===== src/rtl/pix_hash_pkg.sv =====
// Package: shared constants for the packed-multiply pixel hash.
// Assumes four byte-wide channels; the weights are packed in reverse
// channel order so that all wanted products meet in the top byte.
package pix_hash_pkg;
    localparam int LANE_W  = 8;
    localparam int LANES   = 4;
    localparam int IDX_W   = 6;
    localparam int PIX_W   = LANE_W * LANES;
    localparam int WIDE_W  = 2 * PIX_W;
    // Keeps red at bit 0, blue at 16, green at 40, alpha at 56.
    localparam logic [WIDE_W-1:0] SPREAD_MASK = 64'hFF00FF0000FF00FF;
    // Weights 11 @0, 5 @16, 7 @40, 3 @56 (reverse of channel order).
    localparam logic [WIDE_W-1:0] WEIGHT_PACK = 64'h030007000005000B;
endpackage


===== src/rtl/pix_spread.sv =====
// Module: pix_spread
// Copies the pixel word into every PIX_W slice of a wide word, then keeps
// only the bytes selected by MASK. Assumes WIDE_W is a multiple of PIX_W.
module pix_spread #(
    parameter int PIX_W  = 32,
    parameter int WIDE_W = 64,
    parameter logic [WIDE_W-1:0] MASK = '1
) (
    input  logic [PIX_W-1:0]  pix,
    output logic [WIDE_W-1:0] spread
);
    localparam int REPS = WIDE_W / PIX_W;

    logic [WIDE_W-1:0] dup;

    // Replicate the pixel into each slice of the wide word.
    for (genvar c = 0; c < REPS; c++) begin : g_dup
        assign dup[c*PIX_W +: PIX_W] = pix;
    end

    // Mask away the bytes that must not enter the multiply.
    assign spread = dup & MASK;
endmodule


===== src/rtl/pix_pack_mul.sv =====
// Module: pix_pack_mul
// Wrapping WIDE_W x WIDE_W multiply by the constant COEF. Returns only the
// top LANE_W bits of the low WIDE_W product bits. STYLE 0 uses one
// multiply; STYLE 1 sums one shifted term per coefficient byte.
// Assumes the wanted products sit in the top lane.
module pix_pack_mul #(
    parameter int WIDE_W = 64,
    parameter int LANE_W = 8,
    parameter int STYLE  = 0,
    parameter logic [WIDE_W-1:0] COEF = '0
) (
    input  logic [WIDE_W-1:0] opnd,
    output logic [LANE_W-1:0] top
);
    localparam int TOP_LSB = WIDE_W - LANE_W;
    localparam int NBYTES  = WIDE_W / LANE_W;

    if (STYLE == 0) begin : g_direct
        // One multiply; shift the top lane down and truncate.
        assign top = LANE_W'((opnd * COEF) >> TOP_LSB);
    end else begin : g_bytewise
        logic [WIDE_W-1:0] terms [NBYTES];
        logic [WIDE_W-1:0] acc;

        for (genvar k = 0; k < NBYTES; k++) begin : g_term
            localparam logic [WIDE_W-1:0] CB =
                {{(WIDE_W-LANE_W){1'b0}}, COEF[k*LANE_W +: LANE_W]};
            // One partial product per coefficient byte, at its own offset.
            assign terms[k] = (opnd * CB) << (k * LANE_W);
        end

        // Sum the partial products modulo 2**WIDE_W.
        always_comb begin
            acc = '0;
            for (int k = 0; k < NBYTES; k++) acc = acc + terms[k];
        end

        // Keep only the top lane of the sum.
        assign top = LANE_W'(acc >> TOP_LSB);
    end
endmodule


===== src/rtl/pix_pipe_reg.sv =====
// Module: pix_pipe_reg
// One pipeline register holding a valid flag and a payload. It loads when
// en is high and holds otherwise. Synchronous active-low reset clears it.
module pix_pipe_reg #(
    parameter int W = 8
) (
    input  logic         clk,
    input  logic         rst_n,
    input  logic         en,
    input  logic         d_valid,
    input  logic [W-1:0] d_data,
    output logic         q_valid,
    output logic [W-1:0] q_data
);
    // Load on enable, clear on reset, otherwise keep the contents.
    always_ff @(posedge clk) begin
        if (!rst_n) begin
            q_valid <= 1'b0;
            q_data  <= '0;
        end else if (en) begin
            q_valid <= d_valid;
            q_data  <= d_data;
        end
    end
endmodule


===== src/rtl/pix_hash_idx.sv =====
// Module: pix_hash_idx (top)
// Two-stage pixel cache index hash. Stage 1 spreads the pixel and runs the
// packed multiply, registering the top product byte. Stage 2 keeps the low
// IDX_W bits. Both stages advance only while out_ready is high.
// Assumes four channels and IDX_W <= LANE_W.
module pix_hash_idx
    import pix_hash_pkg::*;
#(
    parameter int MUL_STYLE = 0
) (
    input  logic              clk,
    input  logic              rst_n,
    input  logic              in_valid,
    output logic              in_ready,
    input  logic [PIX_W-1:0]  in_pixel,
    output logic              out_valid,
    input  logic              out_ready,
    output logic [IDX_W-1:0]  out_index
);
    logic              advance;
    logic [WIDE_W-1:0] spread;
    logic [LANE_W-1:0] prod_top;
    logic              s1_valid;
    logic [LANE_W-1:0] s1_byte;
    logic [IDX_W-1:0]  s1_idx;

    // Single stall: the whole pipeline moves only when downstream takes.
    assign advance  = out_ready;
    assign in_ready = advance;

    pix_spread #(.PIX_W(PIX_W), .WIDE_W(WIDE_W), .MASK(SPREAD_MASK)) u_spread (
        .pix    (in_pixel),
        .spread (spread)
    );

    pix_pack_mul #(.WIDE_W(WIDE_W), .LANE_W(LANE_W), .STYLE(MUL_STYLE),
                   .COEF(WEIGHT_PACK)) u_mul (
        .opnd (spread),
        .top  (prod_top)
    );

    pix_pipe_reg #(.W(LANE_W)) u_stage1 (
        .clk     (clk),
        .rst_n   (rst_n),
        .en      (advance),
        .d_valid (in_valid),
        .d_data  (prod_top),
        .q_valid (s1_valid),
        .q_data  (s1_byte)
    );

    // The index is the top product byte reduced modulo 2**IDX_W.
    assign s1_idx = IDX_W'(s1_byte);

    pix_pipe_reg #(.W(IDX_W)) u_stage2 (
        .clk     (clk),
        .rst_n   (rst_n),
        .en      (advance),
        .d_valid (s1_valid),
        .d_data  (s1_idx),
        .q_valid (out_valid),
        .q_data  (out_index)
    );
endmodule


===== config.mk =====
export PLATFORM = sky130hd
export DESIGN_NAME = pix_hash_idx
export DESIGN_NICKNAME = d
export VERILOG_FILES = /design/src/rtl/pix_hash_pkg.sv /design/src/rtl/pix_spread.sv /design/src/rtl/pix_pack_mul.sv /design/src/rtl/pix_pipe_reg.sv /design/src/rtl/pix_hash_idx.sv
export SDC_FILE = /design/constraint.sdc
export NUM_CORES = 1
export LEC_CHECK = 0
export BUFFER_PORTS_ARGS = -buffer_cell sky130_fd_sc_hd__buf_2
export CORE_ASPECT_RATIO = 0.9
export CORE_UTILIZATION = 40
export DETAILED_ROUTE_END_ITERATION = 8
export PLACE_DENSITY = 0.71
export SLEW_MARGIN = 5
export SYNTH_ARGS = -nofsm -noshare
export SYNTH_HDL_FRONTEND = slang
export SYNTH_SLANG_ARGS = --single-unit

===== constraint.sdc =====
create_clock -name clk -period 5.1 [get_ports clk]
set_input_delay 0.255 -clock clk [delete_from_list [all_inputs] [get_ports clk]]
set_output_delay 0.255 -clock clk [all_outputs]
set_load 0.01 [all_outputs]

==> implementation parameters, run 1 <==
Parameter                              Value

Critical path
  Capture instance of the worst register-to-register path ... u_stage1.q_data[5]$_SDFFE_PN0P_
  CP peak stage delay ... 0.55 ns
  Data required time of the critical path ... 5.21 ns
  Cell with the largest stage delay on the worst path ... sky130_fd_sc_hd__fa_1
  Crit path max fanout ... 2
  CP startpoint kind ... primary input
  Type of the setup path with the least slack ... in2reg
  CP endpoint kind ... flop
  Cell-by-cell trace of the critical path ... buf_2, inv_1, fa_1, inv_1, ha_1, ha_1, ha_1, ha_1, ha_1, inv_1, fa_1, fa_1, inv_1, ha_1, ha_1, a21oi_1, xnor2_1, xnor2_1, a21oi_1
  Critical path's most frequent cell ... sky130_fd_sc_hd__ha_1
  Data arrival time of the critical path ... 4.63 ns
  Worst r2r src ... u_stage1.q_data[5]$_SDFFE_PN0P_
  Reg2reg setup slack ... 4.45 ns
  Worst reg-to-reg path cell count ... 2

Route
  DRC Markers ... 0
  Routed length per placed instance ... 10.01 um
  First-pass detailed-route iteration total ... 3
  Post-detailed-routing wire length ... 2.762 mm
  Routed via count ... 1,192
  Number of nets still failing antenna checks after routing ... 0
  Starting DRC count in detailed routing ... 21
  Vias per std cell ... 4.319

CTS
  Clock latency reported for the late side of the worst-skew pair ... 0.24 ns
  Clk root buf ... sky130_fd_sc_hd__clkbuf_8
  Number of hold buffers added after cts ... 0
  Depth of the CTS H-tree ... 1
  Post-cts repair resize count ... 0
  Total clock sinks ... 14
  Number of buffers on the longest clock path ... 2
  Buffer count from post-CTS setup fixing ... 0
  Post-CTS clock slew at the launch and capture registers of the worst setup and hold paths ... 0.05 ns
  TritonCTS clock tree ... yes
  TritonCTS buffer count ... 3

Logic synthesis
  Mapped cell area ... 0.001852 sq mm
  Number of warnings issued by yosys ... 0
  Synth Area per Inst ... 10.35 sq um
  Largest area contributor in the netlist ... sky130_fd_sc_hd__ha_1
  Fraction of synthesized cell area taken by the top area cell type ... 35.81%
  Cells taking the most area after synthesis ... sky130_fd_sc_hd__ha_1 (36%), sky130_fd_sc_hd__dfxtp_1 (15%), sky130_fd_sc_hd__fa_1 (13%), sky130_fd_sc_hd__xnor2_1 (13%), sky130_fd_sc_hd__inv_1 (7.1%)
  Leading cell type by number of instances after synthesis ... sky130_fd_sc_hd__ha_1
  Synthesized instance count ... 179
  Synth async-reset ratio ... 0%
  Number of distinct library cells after synthesis ... 18
  Syn_nets ... 280
  Register area share after synthesis ... 15.14%
  EDFF count, synth ... 0
  Most common flop cell mapped by yosys ... sky130_fd_sc_hd__dfxtp_1
  Leading post-synthesis cells by instance count ... sky130_fd_sc_hd__ha_1 (53), sky130_fd_sc_hd__inv_1 (35), sky130_fd_sc_hd__xnor2_1 (27)
  Flop and latch count out of synthesis ... 14

Placement
  Estimated wirelength of the detail-placed design ... 2.477 mm
  Routability-driven placement congestion ratio ... 0.7647
  Number of buffers inserted by port buffering ... 35
  Pre-CTS setup slack ... 0.3037 ns

Timing
  Worst hold slack across all endpoints ... 0.2810 ns
  F_max ... 221.3 MHz
  Crit path time final ... 4.519 ns
  Worst Clk Skew ... 0.002577 ns
  Setup_tns ... 0 ns
  Post-route worst setup slack ... 0.5810 ns
  Max Slew Vio Count ... 0
  Transition at the pin with the smallest max-transition slack ... 0.4177 ns
  Period Utilization, post-route ... 88.61%
  Finish-stage setup viols ... 0
  Number of failing hold endpoints at the final stage ... 0
  Unrepaired setup endpoints after global routing ... false
  Slew margin rel. ... 72.15%

Power and ir drop
  Leakage ... 0.001180 uW
  Peak supply drop ... 0.2537 mV
  Power Density ... 463.6 mW/mm^2

Global route
  Number of antenna violations at the first check in global routing ... 0
  Total Routing Usage GR ... 11.79%
  Largest net degree at the start of global routing ... 18
  Global-route wire length before repair ... 4.457 mm
  Total gr overflow ... 0
  Number of global-route vias before repair ... 1,071

Final layout
  Diodes inserted ... 0
  # fillers ... 427
  Area of combinational cells with multiple inputs ... 0.001420 sq mm
  Sequential cell area in the final layout ... 280.3 sq um
  Area growth from synthesis to final layout ... 15.54%
  Share of layout cells above drive strength 1 ... 18.22%
  Final #Nets ... 316

Die
  Number of core rows ... 23
  Floorplan die width ... 73.72 um
  Overall die area ... 0.004906 sq mm
  Initial cell density of the core ... 41.51%
  Core outline area ... 0.004461 sq mm
  Height of the die ... 66.55 um
  Io pins ... 44

Hold path
  Cell count of the worst hold path ... 3
  Worst hold path startpoint ... in_valid
  Worst hold path type ... in2reg
  Sink of the worst hold path ... u_stage1.q_valid$_SDFFE_PN0P_

Run status
  Status ... complete, no violations

Job
  Number of maximum-capacitance violations ... 0
[report_power, final]
group	internal [uW]	switching (uW)	total [uW]
clock	68.3	36.6	105
sequential	133	11.4	145
combinational	392	351	742
[worst max-delay path, delay by kind of cell]
kind / cells / cell delay [ns]
fa+ha+maj: 10 / 3.51
compound gates: 2 / 0.26
buf+inv: 5 / 0.30
xor+xnor: 2 / 0.29
[through the flow]
step	cell area [sq um]	total power, uW	util (%)	std cells
after floorplan	1852	757.8	-	179
after global placement	2085	894.8	46.73	272
after detailed placement	2085	899.8	46.73	272
after CTS	2140	1014	47.97	276
after global routing	2140	1113	47.97	276
final	2140	992.0	47.97	276
[cells by family after synthesis]
logic type / count (synthesis) / share of synthesized area [%]
compound gates: 5 / 1.757
xor+xnor: 31 / 15.41
mux: 12 / 6.487
simple gates: 13 / 4.256
flops: 14 / 15.14
fa+ha+maj: 65 / 48.78
buf+inv: 39 / 8.175
[registers in the layout, indices dropped and copies added (netlist names)]
register and count:
u_stage1.q_valid 1, u_stage2.q_data 6, u_stage2.q_valid 1, u_stage1.q_data 6
[routing by layer]
metal  up-vias  track usage [%]  routed length [um]
met4         0            2.163                   8
met3         2            2.269                  79
met5         -                0                   0
met2        16            18.92                1220
met1       531            16.42                1453
li1        643                -                   -
[cells in the final DEF (no fill, tap or decap), types with 2 or more instances in the layout]
master | synthesis | layout
sky130_fd_sc_hd__ha_1 | 53 | 53
sky130_fd_sc_hd__dfxtp_1 | 14 | 14
sky130_fd_sc_hd__mux2i_1 | 12 | 12
sky130_fd_sc_hd__a21oi_1 | 2 | 2
sky130_fd_sc_hd__clkbuf_8 | 0 | 4
sky130_fd_sc_hd__buf_2 | 1 | 35
sky130_fd_sc_hd__xnor2_1 | 27 | 27
sky130_fd_sc_hd__fa_1 | 12 | 12
sky130_fd_sc_hd__nor2b_1 | 12 | 12
sky130_fd_sc_hd__inv_1 | 35 | 35
sky130_fd_sc_hd__xor2_1 | 3 | 3
[layout make-up]
| class | count | area share (%) |
|---|---|---|
| Inverter | 35 | 6.140 |
| Clock buffer | 4 | 2.573 |
| Timing Repair Buffer | 35 | 8.187 |
| Tap cell | 62 | 3.626 |
| Multi-Input combinational cell | 126 | 66.37 |
| Sequential cell | 14 | 13.10 |
[how the worst max path moves through the flow]
| stage | start | to | slack (ns) | depth (start not counted) |
|---|---|---|---|---|
| 3_3_place_gp | in_pixel[17] | u_stage1.q_data[5]$_SDFFE_PN0P_ | 0.35 | 19 |
| 4_1_cts | in_pixel[17] | u_stage1.q_data[5]$_SDFFE_PN0P_ | 0.56 | 19 |
| 3_5_place_dp | in_pixel[17] | u_stage1.q_data[5]$_SDFFE_PN0P_ | 0.30 | 19 |
| 6_report | in_pixel[17] | u_stage1.q_data[5]$_SDFFE_PN0P_ | 0.58 | 19 |
| 5_1_grt | in_pixel[17] | u_stage1.q_data[5]$_SDFFE_PN0P_ | 0.37 | 19 |
| 2_1_floorplan | in_pixel[17] | u_stage1.q_data[5]$_SDFFE_PN0P_ | 0.60 | 18 |
Note: power is estimated with default switching activity, not from simulation.
==> run 2: changes to the inputs <==
Settings changed: ABC_AREA set to 1, BUFFER_PORTS_ARGS -buffer_cell sky130_fd_sc_hd__buf_2 to not set, DONT_BUFFER_PORTS set to 1, PLACE_DENSITY 0.71 to 0.63.
==> implementation parameters, run 2 <==
Parameter                              Value

Logic synthesis
  Register area share after synthesis ... 12.93%
  Largest area contributor in the netlist ... sky130_fd_sc_hd__ha_1
  Leading cell type by number of instances after synthesis ... sky130_fd_sc_hd__nand2_1
  Leading post-synthesis cells by instance count ... sky130_fd_sc_hd__nand2_1 (75), sky130_fd_sc_hd__inv_1 (68), sky130_fd_sc_hd__ha_1 (53)
  Most common flop cell mapped by yosys ... sky130_fd_sc_hd__dfxtp_1
  Cells taking the most area after synthesis ... sky130_fd_sc_hd__ha_1 (31%), sky130_fd_sc_hd__nand2_1 (13%), sky130_fd_sc_hd__dfxtp_1 (13%), sky130_fd_sc_hd__inv_1 (12%), sky130_fd_sc_hd__fa_1 (11%)
  Synth async-reset ratio ... 0%
  Synthesized instance count ... 307
  Syn_nets ... 408
  Number of distinct library cells after synthesis ... 19
  Fraction of synthesized cell area taken by the top area cell type ... 30.58%
  Flop and latch count out of synthesis ... 14
  Number of warnings issued by yosys ... 0
  Mapped cell area ... 0.002168 sq mm
  EDFF count, synth ... 0
  Synth Area per Inst ... 7.063 sq um

Power and ir drop
  Power Density ... 470.3 mW/mm^2
  Cell Int Power ... 567.1 uW
  Peak supply drop ... 0.1949 mV
  Leakage ... 0.001397 uW
  Combinational power share ... 76.6%
  Clock group share of total power ... 10.1%
  Switching part of the total power ... 47.59%
  Sw Pwr ... 515.0 uW
  Flop pwr share ... 13.2%

Final layout
  Share of layout cells above drive strength 1 ... 5.537%
  Final #Nets ... 409
  Largest registers ... u_stage1.q_data: 6 flops, u_stage2.q_data: 6 flops
  Most common cell after layout, fill and taps aside ... sky130_fd_sc_hd__nand2_1
  Commonest cells after routing, fill and taps aside ... sky130_fd_sc_hd__nand2_1 (75), sky130_fd_sc_hd__inv_1 (68), sky130_fd_sc_hd__ha_1 (52)
  Area growth from synthesis to final layout ... 6.117%
  Diodes inserted ... 0
  Post-layout util ... 44.05%

Die
  Number of core rows ... 25
  Core outline area ... 0.005224 sq mm
  Height of the die ... 71.85 um
  Initial cell density of the core ... 41.51%
  Overall die area ... 0.005720 sq mm
  Io pins ... 44
  Floorplan die width ... 79.61 um

CTS
  Clock latency reported for the late side of the worst-skew pair ... 0.25 ns
  Number of hold buffers added after cts ... 0
  TritonCTS buffer count ... 3
  Post-CTS clock slew at the launch and capture registers of the worst setup and hold paths ... 0.06 ns
  Depth of the CTS H-tree ... 1
  TritonCTS clock tree ... yes
  Total clock sinks ... 14
  Number of buffers on the longest clock path ... 2
  Post-cts repair resize count ... 0
  Clk root buf ... sky130_fd_sc_hd__clkbuf_8
  Buffer count from post-CTS setup fixing ... 0

Global route
  Total Routing Usage GR ... 14.60%
  Met3 capacity usage during global routing ... 3.439%
  Number of global-route vias before repair ... 1,762
  Layer with the highest usage after global routing ... met2
  Global Route met2 Usage ... 25.93%
  Global-route wire length before repair ... 6.755 mm
  Number of antenna violations at the first check in global routing ... 0
  Total gr overflow ... 0
  Global-route met1 utilization ... 18.34%
  Largest net degree at the start of global routing ... 18

Job
  Number of maximum-capacitance violations ... 0

Timing
  Worst Clk Skew ... 0.0006368 ns
  Period Utilization, post-route ... 92.20%
  Max Slew Vio Count ... 0
  Setup_tns ... 0 ns
  Unrepaired setup endpoints after global routing ... false
  Slew margin rel. ... 75.03%
  Crit path time final ... 4.702 ns
  Number of failing hold endpoints at the final stage ... 0
  Finish-stage setup viols ... 0
  F_max ... 212.7 MHz
  Transition at the pin with the smallest max-transition slack ... 0.3742 ns

Hold path
  Sink of the worst hold path ... u_stage1.q_data[5]$_SDFFE_PN0P_
  Worst hold path startpoint ... out_ready
  Cell count of the worst hold path ... 1
  Worst hold path type ... in2reg

Run status
  Status ... complete, no violations

Critical path
  Data arrival time of the critical path ... 4.84 ns
  Crit path max fanout ... 3
  Cell with the largest stage delay on the worst path ... sky130_fd_sc_hd__fa_1
  Worst reg-to-reg path cell count ... 3
  Type of the setup path with the least slack ... in2reg
  Reg2reg setup slack ... 4.37 ns
  CP endpoint kind ... flop
  Capture instance of the worst register-to-register path ... u_stage1.q_data[4]$_SDFFE_PN0P_
  Launching element of the worst setup path ... in_pixel[17]
  Buf+Inv Stages, Crit Path ... 5
  CP peak stage delay ... 0.55 ns
  Data required time of the critical path ... 5.24 ns
  CP startpoint kind ... primary input
  Worst r2r src ... u_stage1.q_data[4]$_SDFFE_PN0P_
  Cell family with the largest share of critical-path delay ... adder cells

Route
  Post-detailed-routing wire length ... 3.605 mm
  Routed via count ... 1,720
  Number of nets still failing antenna checks after routing ... 0
  Starting DRC count in detailed routing ... 55
  Vias per std cell ... 4.599
  DRC Markers ... 0
  Routed length per placed instance ... 9.639 um
  First-pass detailed-route iteration total ... 4

Placement
  Number of buffers inserted by port buffering ... 0
  Routability-driven placement congestion ratio ... 0.7057
  Estimated wirelength of the detail-placed design ... 3.277 mm
-- run 2: cell count changes in the layout (fill, tap and decap cells not counted), moves of 13 or more --
cell	change
sky130_fd_sc_hd__xnor2_1	-23
sky130_fd_sc_hd__o21ai_0	+13
sky130_fd_sc_hd__nor2_1	+32
sky130_fd_sc_hd__nand2_1	+74
sky130_fd_sc_hd__inv_1	+33
sky130_fd_sc_hd__buf_2	-35
-- run 2: worst max path at each step --
stage	end	slack, ns	depth (start not counted)
6_report	u_stage1.q_data[5]$_SDFFE_PN0P_	0.40	26
3_3_place_gp	u_stage1.q_data[5]$_SDFFE_PN0P_	0.08	26
5_1_grt	u_stage1.q_data[5]$_SDFFE_PN0P_	0.08	26
2_1_floorplan	u_stage1.q_data[5]$_SDFFE_PN0P_	0.30	26
3_5_place_dp	u_stage1.q_data[5]$_SDFFE_PN0P_	0.04	26
4_1_cts	u_stage1.q_data[5]$_SDFFE_PN0P_	0.30	26
-- run 2: final cells by class --
cell class / count / area (sq um)
clock buffer: 4 / 55.05
fill: 541 / 2923
inverter: 69 / 259.0
multi-input combinational: 220 / 1623
sequential: 14 / 280.3
tap: 67 / 83.83
-- run 2: metrics by stage --
stage	area [sq um]	power, uW	hold slack, ns	setup slack [ns]	cells
floorplan	2168	801.4	0.3899	0.2968	307
global placement	2233	918.1	0.3425	0.08424	370
detailed placement	2233	933.6	0.3448	0.04287	370
CTS	2288	1053	0.07251	0.3000	374
global route	2301	1258	0.07700	0.07720	374
finish	2301	1082	0.07857	0.3980	374
-- run 2: power by group through the flow --
stage | combinational, uW | clock [uW] | sequential (uW)
global placement | 773 | 0 | 145
finish | 829 | 110 | 143
floorplan | 658 | 0 | 143
detailed placement | 788 | 0 | 146
global route | 996 | 116 | 146
CTS | 796 | 113 | 143
-- run 2: layer usage --
layer / routed length [um] / vias up
met5: 0 / -
met4: 25 / 0
met3: 148 / 2
met2: 1731 / 21
met1: 1699 / 764
li1: - / 933
-- run 2: logic make-up after synthesis --
logic type                 synth area share [%]
and+or+nand+nor                           24.58
buffers and inverters                     12.81
adders and majority gates                 41.66
AOI/OAI and AO/OA                         4.386
DFF                                       12.93
xor gates and xnor gates                  3.635
